$ cat src/rtl/csbuf_pkg.sv
package csbuf_pkg;
  localparam int unsigned CS_FRAMES = 192;
  localparam int unsigned CS_ADDR_W = 8;

  typedef enum logic {
    CH_A = 1'b0,
    CH_B = 1'b1
  } cs_chan_e;
endpackage

$ cat src/rtl/csbuf_rx_fill.sv
module csbuf_rx_fill
  import csbuf_pkg::*;
#(
  parameter int unsigned FRAMES = CS_FRAMES
) (
  input  logic              clk,
  input  logic              rst_n,
  input  logic              bit_vld,
  input  logic              chan,
  input  logic              blk_start,
  input  logic              cbit,
  output logic [FRAMES-1:0] blk_a,
  output logic [FRAMES-1:0] blk_b,
  output logic              xfer
);
  localparam int unsigned FW = $clog2(FRAMES);
  localparam logic [FW-1:0] LAST = FW'(FRAMES - 1);

  logic [FRAMES-1:0] a_q, a_d, b_q, b_d;
  logic [FW-1:0]     frm_q, frm_d, idx;
  logic              armed_q, armed_d, xfer_q, xfer_d;
  logic              start_hit, take;

  always_comb begin
    start_hit = bit_vld && blk_start && (chan == CH_A);
    take      = bit_vld && (armed_q || start_hit);
    idx       = start_hit ? '0 : frm_q;
    a_d       = a_q;
    b_d       = b_q;
    frm_d     = frm_q;
    armed_d   = armed_q;
    xfer_d    = 1'b0;
    if (take) begin
      if (chan == CH_A) begin
        a_d[idx] = cbit;
        if (start_hit) begin
          armed_d = 1'b1;
          frm_d   = '0;
        end
      end else begin
        b_d[idx] = cbit;
        if (idx == LAST) begin
          xfer_d  = 1'b1;
          armed_d = 1'b0;
          frm_d   = '0;
        end else begin
          frm_d = idx + 1'b1;
        end
      end
    end
  end

  always_ff @(posedge clk or negedge rst_n) begin
    if (!rst_n) begin
      a_q     <= '0;
      b_q     <= '0;
      frm_q   <= '0;
      armed_q <= 1'b0;
      xfer_q  <= 1'b0;
    end else begin
      xfer_q <= xfer_d;
      if (take) begin
        a_q     <= a_d;
        b_q     <= b_d;
        frm_q   <= frm_d;
        armed_q <= armed_d;
      end
    end
  end

  assign blk_a = a_q;
  assign blk_b = b_q;
  assign xfer  = xfer_q;

  p_single_xfer_r4: assert property (@(posedge clk) disable iff (!rst_n)
    xfer_q |=> !xfer_q);
  p_early_start_drops_r5: assert property (@(posedge clk) disable iff (!rst_n)
    (start_hit && armed_q) |=> !xfer_q);
  p_unarmed_ignored_r12: assert property (@(posedge clk) disable iff (!rst_n)
    (!armed_q && !start_hit) |=> ($stable(a_q) && $stable(b_q) && !xfer_q));
endmodule

$ cat src/rtl/csbuf_mid_store.sv
module csbuf_mid_store
  import csbuf_pkg::*;
#(
  parameter int unsigned       FRAMES    = CS_FRAMES,
  parameter int unsigned       ADDR_W    = CS_ADDR_W,
  parameter logic [ADDR_W-1:0] BASE_ADDR = 'h20
) (
  input  logic              clk,
  input  logic              rst_n,
  input  logic              xfer,
  input  logic [FRAMES-1:0] in_a,
  input  logic [FRAMES-1:0] in_b,
  input  logic              wr_en,
  input  logic [ADDR_W-1:0] addr,
  input  logic [7:0]        wdata,
  output logic [7:0]        rdata,
  output logic [FRAMES-1:0] mid_a,
  output logic [FRAMES-1:0] mid_b
);
  localparam int unsigned BYTES = FRAMES / 8;
  localparam int unsigned BW    = $clog2(BYTES);
  localparam logic [ADDR_W-1:0] NB  = ADDR_W'(BYTES);
  localparam logic [ADDR_W-1:0] N2B = ADDR_W'(2 * BYTES);

  logic [1:0][BYTES-1:0][7:0] mem_q, mem_d, in_bytes;
  logic [ADDR_W-1:0]          off;
  logic                       hit, sel, wr_hit;
  logic [BW-1:0]              bidx;

  for (genvar k = 0; k < BYTES; k++) begin : g_byte
    for (genvar j = 0; j < 8; j++) begin : g_bit
      assign in_bytes[0][k][7-j] = in_a[8*k+j];
      assign in_bytes[1][k][7-j] = in_b[8*k+j];
      assign mid_a[8*k+j]        = mem_q[0][k][7-j];
      assign mid_b[8*k+j]        = mem_q[1][k][7-j];
    end
  end

  always_comb begin
    off    = addr - BASE_ADDR;
    hit    = (addr >= BASE_ADDR) && (off < N2B);
    sel    = (off >= NB);
    bidx   = BW'(sel ? (off - NB) : off);
    wr_hit = wr_en && hit;
    rdata  = hit ? mem_q[sel][bidx] : 8'h00;
  end

  always_comb begin
    mem_d = xfer ? in_bytes : mem_q;
    if (wr_hit) begin
      mem_d[sel][bidx] = wdata;
    end
  end

  always_ff @(posedge clk or negedge rst_n) begin
    if (!rst_n) begin
      mem_q <= '0;
    end else if (xfer || wr_hit) begin
      mem_q <= mem_d;
    end
  end

  p_write_wins_r9: assert property (@(posedge clk) disable iff (!rst_n)
    wr_hit |=> (mem_q[$past(sel)][$past(bidx)] == $past(wdata)));
  p_block_copy_r4: assert property (@(posedge clk) disable iff (!rst_n)
    (xfer && !wr_en) |=> ((mid_a == $past(in_a)) && (mid_b == $past(in_b))));
  p_idle_hold_r11: assert property (@(posedge clk) disable iff (!rst_n)
    (!xfer && !wr_hit) |=> ($stable(mid_a) && $stable(mid_b)));
endmodule

$ cat src/rtl/csbuf_tx_drain.sv
module csbuf_tx_drain
  import csbuf_pkg::*;
#(
  parameter int unsigned FRAMES = CS_FRAMES
) (
  input  logic              clk,
  input  logic              rst_n,
  input  logic              blk_start,
  input  logic              bit_req,
  input  logic              chan,
  input  logic [FRAMES-1:0] mid_a,
  input  logic [FRAMES-1:0] mid_b,
  output logic              cbit
);
  localparam int unsigned FW = $clog2(FRAMES);
  localparam logic [FW-1:0] LAST = FW'(FRAMES - 1);

  logic [FRAMES-1:0] oa_q, ob_q;
  logic [FW-1:0]     frm_q, frm_d;
  logic              step;

  always_comb begin
    step  = bit_req && (chan == CH_B) && !blk_start;
    frm_d = frm_q;
    if (blk_start) begin
      frm_d = '0;
    end else if (step) begin
      frm_d = (frm_q == LAST) ? '0 : frm_q + 1'b1;
    end
    cbit = bit_req && ((chan == CH_B) ? ob_q[frm_q] : oa_q[frm_q]);
  end

  always_ff @(posedge clk or negedge rst_n) begin
    if (!rst_n) begin
      oa_q  <= '0;
      ob_q  <= '0;
      frm_q <= '0;
    end else begin
      if (blk_start) begin
        oa_q <= mid_a;
        ob_q <= mid_b;
      end
      if (blk_start || step) begin
        frm_q <= frm_d;
      end
    end
  end

  p_copy_on_start_r6: assert property (@(posedge clk) disable iff (!rst_n)
    blk_start |=> ((oa_q == $past(mid_a)) && (ob_q == $past(mid_b))));
  p_hold_between_r6: assert property (@(posedge clk) disable iff (!rst_n)
    !blk_start |=> ($stable(oa_q) && $stable(ob_q)));
  p_frame_wrap_r7: assert property (@(posedge clk) disable iff (!rst_n)
    (step && (frm_q == LAST)) |=> (frm_q == '0));
endmodule

$ cat src/rtl/csbuf_cascade.sv
module csbuf_cascade
  import csbuf_pkg::*;
#(
  parameter int unsigned       FRAMES    = CS_FRAMES,
  parameter int unsigned       ADDR_W    = CS_ADDR_W,
  parameter logic [ADDR_W-1:0] BASE_ADDR = 'h20
) (
  input  logic              clk,
  input  logic              rst_n,
  input  logic              rx_bit_vld,
  input  logic              rx_chan,
  input  logic              rx_blk_start,
  input  logic              rx_cbit,
  input  logic              tx_blk_start,
  input  logic              tx_bit_req,
  input  logic              tx_chan,
  output logic              tx_cbit,
  input  logic [ADDR_W-1:0] reg_addr,
  input  logic              reg_wr,
  input  logic [7:0]        reg_wdata,
  output logic [7:0]        reg_rdata
);
  logic [1:0]        rst_sync_q;
  logic              rst_int_n;
  logic [FRAMES-1:0] fill_a, fill_b, mid_a, mid_b;
  logic              fill_xfer;

  always_ff @(posedge clk or negedge rst_n) begin
    if (!rst_n) begin
      rst_sync_q <= 2'b00;
    end else begin
      rst_sync_q <= {rst_sync_q[0], 1'b1};
    end
  end
  assign rst_int_n = rst_sync_q[1];

  csbuf_rx_fill #(.FRAMES(FRAMES)) u_fill (
    .clk       (clk),
    .rst_n     (rst_int_n),
    .bit_vld   (rx_bit_vld),
    .chan      (rx_chan),
    .blk_start (rx_blk_start),
    .cbit      (rx_cbit),
    .blk_a     (fill_a),
    .blk_b     (fill_b),
    .xfer      (fill_xfer)
  );

  csbuf_mid_store #(
    .FRAMES    (FRAMES),
    .ADDR_W    (ADDR_W),
    .BASE_ADDR (BASE_ADDR)
  ) u_mid (
    .clk   (clk),
    .rst_n (rst_int_n),
    .xfer  (fill_xfer),
    .in_a  (fill_a),
    .in_b  (fill_b),
    .wr_en (reg_wr),
    .addr  (reg_addr),
    .wdata (reg_wdata),
    .rdata (reg_rdata),
    .mid_a (mid_a),
    .mid_b (mid_b)
  );

  csbuf_tx_drain #(.FRAMES(FRAMES)) u_drain (
    .clk       (clk),
    .rst_n     (rst_int_n),
    .blk_start (tx_blk_start),
    .bit_req   (tx_bit_req),
    .chan      (tx_chan),
    .mid_a     (mid_a),
    .mid_b     (mid_b),
    .cbit      (tx_cbit)
  );
endmodule

$ cat config.mk
export PLATFORM = sky130hd
export DESIGN_NAME = csbuf_cascade
export DESIGN_NICKNAME = d
export VERILOG_FILES = /design/src/rtl/csbuf_pkg.sv /design/src/rtl/csbuf_rx_fill.sv /design/src/rtl/csbuf_mid_store.sv /design/src/rtl/csbuf_tx_drain.sv /design/src/rtl/csbuf_cascade.sv
export SDC_FILE = /design/constraint.sdc
export NUM_CORES = 2
export LEC_CHECK = 0
export CAP_MARGIN = 20
export CORE_MARGIN = 5
export CORE_UTILIZATION = 30
export DETAILED_ROUTE_END_ITERATION = 12
export DONT_BUFFER_PORTS = 1
export SETUP_SLACK_MARGIN = 0.02
export SLEW_MARGIN = 15
export SYNTH_ARGS = -nofsm -noshare
export SYNTH_HDL_FRONTEND = slang
export SYNTH_SLANG_ARGS = --single-unit
export TNS_END_PERCENT = 1
$ cat constraint.sdc
create_clock -name clk -period 61.8 [get_ports clk]
set_input_delay 9.27 -clock clk [delete_from_list [all_inputs] [get_ports clk]]
set_output_delay 9.27 -clock clk [all_outputs]
set_load 0.01 [all_outputs]
==> impl_results.md <==
* CP endpoint kind: output pin
* Die H at around 440 um
* Setup crit start kind: input pin
* Crit path top cell by count: a21oi_1
* IR drop worst, VDD at around 21 uV
* Setup_tns at 0 ps
* RSZ-0062 raised after global routing: false
* Leak at 21.8 nW
* Cells along the critical path: inv_1 -> ha_1 -> xnor2_2 -> nand4_4 -> buf_4 -> mux4_2 -> nand2_1 -> a21oi_1 -> a21oi_1 -> a21oi_1
* Asr flop ratio synth at 1.00
* Drt drc at 0
* #FFs+latches synth at around 1200
* Number of clock sinks at roughly 1200
* Biggest area consumer among synthesized cells: dfrtp_1
* Root buffer cell: clkbuf_16
* Final design utilization at 0.333
* Dpl hpwl at about 110 mm
* WHS Endpoint: rst_sync_q[1]
* CTS tree: done
* Post-synth EDFFs at 0
* Yosys warning count at 0
* Crit path max-delay cell type: buf_4
* Mapped Nets at between 4000 and 5000
* Mapped Avg Cell Area at about 12 um2
* Final GP Congestion at 1.01
* Hold-fix buffers at CTS at 0
* Mapped Area at 55700 um2
* CP delay by family, top: compound AO/OA/AOI/OAI gates
* Arrival time worst endpoint at around 13000 ps
* Clock transition at path regs at about 60 ps
* Dpl cells at ~6700
* Sequential area share after synthesis at 0.526
* Crit Path Category: input pin to output pin
* Vias in the first global route at 36423
* Least-Margin Pin Slew at 1310 ps
* Status: finished, final reports clean
* Post CTS Setup Buffer Count at 0
* Synth Flop Type: dfrtp_1
* R2R Setup Slk at around 58000 ps
* Final WL at ~180 mm
* Port buffer count at 0
* Netlist cell types at 64
* Vias post-DR at about 37000
* Hold Crit Class: flop to flop
* GRT Residual Overflow at 0
* Maximum Capacitance Violations at 0
* Pwr dens at approximately 27 nW/um2
* CTS HTree Levels at 3
* Clock Tree Buf Depth at 3
* Avg WL per Cell at approximately 26 um
* Maximum clock frequency at between 0.04 and 0.05 GHz
* Detail Route Antenna Nets at 0
* Top cell type's share of synthesized area at 0.526
* Final setup viols at 0
* Die area at 194000 um2
* Row Count at 158
* Proportion of layout cells with a drive suffix above 1 at 0.279
* Hold path depth at 0
* Hold slack at around 350 ps
* First-pass GRT wire length at 265 mm
* Initial antenna violation count at 5
* Crit-path max FO at 52
* DR iter-0 viols at around 4100
* All-Layer GR Usage at 0.183
* Post-route clock skew at around 33 ps
* Core area at between 150000 and 200000 um2
* Hold Crit Start: rst_sync_q[0]
* CTS resizes at 0
* Reg-to-Reg End: u_mid.mid_b[67]
* Io pins at 35
* Synth Instances at 4568
* Total CTS buffers at between 100 and 150
* Initial Util at 0.301
* Critical path's largest stage delay at about 700 ps
* Area Growth Syn to Fin at 10.6%
* Period utilisation layout at 0.353
* Final WS setup at 39960 ps
* Fin cells at ~6900
* Worst setup slack after placement at 40150 ps
* Nets at 4410
* Worst skew pair latency at 730 ps
* Worst path buffer plus inverter count at 2
* Final slew viol count at 0
* Startpoint of the worst register-to-register path: u_fill.xfer
* Hold Fails Final Rpt at 0
* Min cycle time layout at around 22000 ps
* Top cells by area, synth: dfrtp_1 (53%), mux2_2 (16%), mux4_2 (7.4%)
* Die X at roughly 440 um
* Req. time, crit path at approximately 53000 ps
* Pin count of the biggest net entering global routing at 391
* R2R depth at 6
* Vias per cell at 5.33
* DR pass1 iterations at 5
* Max transition margin at 0.125
-- worst register-to-register path: stages, from the launching register on --
cell     delay, ps
dfrtp_4       1000
buf_4          810
buf_4          970
buf_4          670
mux2i_1        290
nand2_1         70
o21a_1         130
-- flip-flops by register name (all words and copies together), names as in the netlist --
name and flops:
u_drain.oa_q 192, u_fill.xfer 1, rst_sync_q 2, u_drain.frm_q 8, u_fill.blk_b 192, u_fill.blk_a 192
u_fill.frm_q 8, u_mid.mid_b 192, u_drain.ob_q 192, u_mid.mid_a 192, u_fill.armed_q 1
-- metal layers --
layer,up-vias,share of wire,global-route usage
li1,15758,-,-
met4,0,0.038,0.0675
met1,19474,0.44,0.265
met3,278,0.080,0.0300
met5,-,0,0
met2,1502,0.44,0.274
-- layout by cell type, fill, tap and decap left out, types with 5 or more instances in the layout --
cell type / netlist / layout
nand4_1: 13 / 13
nand3b_1: 5 / 5
a31oi_1: 12 / 12
clkbuf_8: 0 / 30
nand2_2: 9 / 24
and3_1: 14 / 14
nor2b_1: 21 / 19
o22ai_1: 7 / 7
mux2i_1: 407 / 407
dfrtp_1: 1172 / 1167
ha_1: 6 / 6
nand2_1: 254 / 239
nor3_1: 10 / 10
a22oi_1: 10 / 10
a21oi_1: 317 / 317
clkbuf_16: 0 / 114
clkinv_2: 0 / 11
a22o_1: 9 / 9
nor2_1: 689 / 688
o21ai_0: 32 / 31
nand3_1: 58 / 58
o41a_1: 7 / 7
inv_1: 7 / 7
buf_4: 9 / 56
a221oi_1: 6 / 6
nand2b_1: 14 / 14
o21a_1: 97 / 97
mux2_2: 776 / 776
mux4_2: 182 / 182
or2_2: 6 / 6
clkbuf_1: 295 / 28
-- report_power, final --
| part | switching, mW | total (mW) | internal (mW) |
|---|---|---|---|
| sequential | 0.0331 | 0.832 | 0.799 |
| combinational | 0.0810 | 0.137 | 0.0556 |
| clock | 0.309 | 0.700 | 0.391 |
-- cells by family after synthesis --
group                    share of synthesized area
AND/OR/NAND/NOR                             0.0828
buffers and inverters                       0.0283
other                                    0.0000673
adder cells (fa/ha/maj)                    0.00135
multiplexers                                 0.304
XOR/XNOR                                  0.000606
flip-flops                                   0.526
AO/OA/AOI/OAI                               0.0562
-- how the worst max path moves through the flow --
stage | from | to | slack [ps] | cells after the start
4_1_cts | reg_addr[5] | reg_rdata[6] | 40130 | 10
5_1_grt | reg_addr[5] | reg_rdata[6] | 39920 | 10
6_report | reg_addr[5] | reg_rdata[6] | 39960 | 10
3_3_place_gp | reg_addr[5] | reg_rdata[6] | 40210 | 10
3_5_place_dp | reg_addr[5] | reg_rdata[6] | 40150 | 10
2_1_floorplan | rst_sync_q[1] | u_drain.frm_q[0] | 26710 | 0
-- final cells by class --
| class | count | area (um2) |
|---|---|---|
| Fill cell | 18214 | 123000 |
| Inverter | 7 | 26.3 |
| Timing Repair Buffer | 64 | 594 |
| Clock buffer | 172 | 3370 |
| Tap cell | 2480 | 3100 |
| Sequential cell | 1172 | 29300 |
| Clock inverter | 27 | 308 |
| Antenna cell | 3 | 7.51 |
| Multi-Input combinational cell | 3021 | 24900 |
-- cells in the mapped netlist, drive strengths merged, types with 4 or more instances --
master,count
and2,4
nand3,58
o41a,7
dfrtp,1172
a31oi,12
nand3b,5
a22oi,10
and3,14
a21oi,318
nand2,263
o21ai,33
inv,7
nor2,689
o21a,97
nand2b,14
mux4,184
nor2b,21
clkbuf,295
mux2i,407
o22ai,7
nand4,14
a2111oi,4
a22o,9
mux2,776
ha,6
nor3,16
a221oi,6
a211oi,5
or2,6
buf,73
-- metrics by stage --
stage	instance area [um2]	power [mW]
detailed placement	57900	0.980
finish	61600	1.67
global placement	57900	0.977
floorplan	55700	0.936
CTS	61600	1.68
global route	61600	1.72
Power figures use the tool's default switching activity.
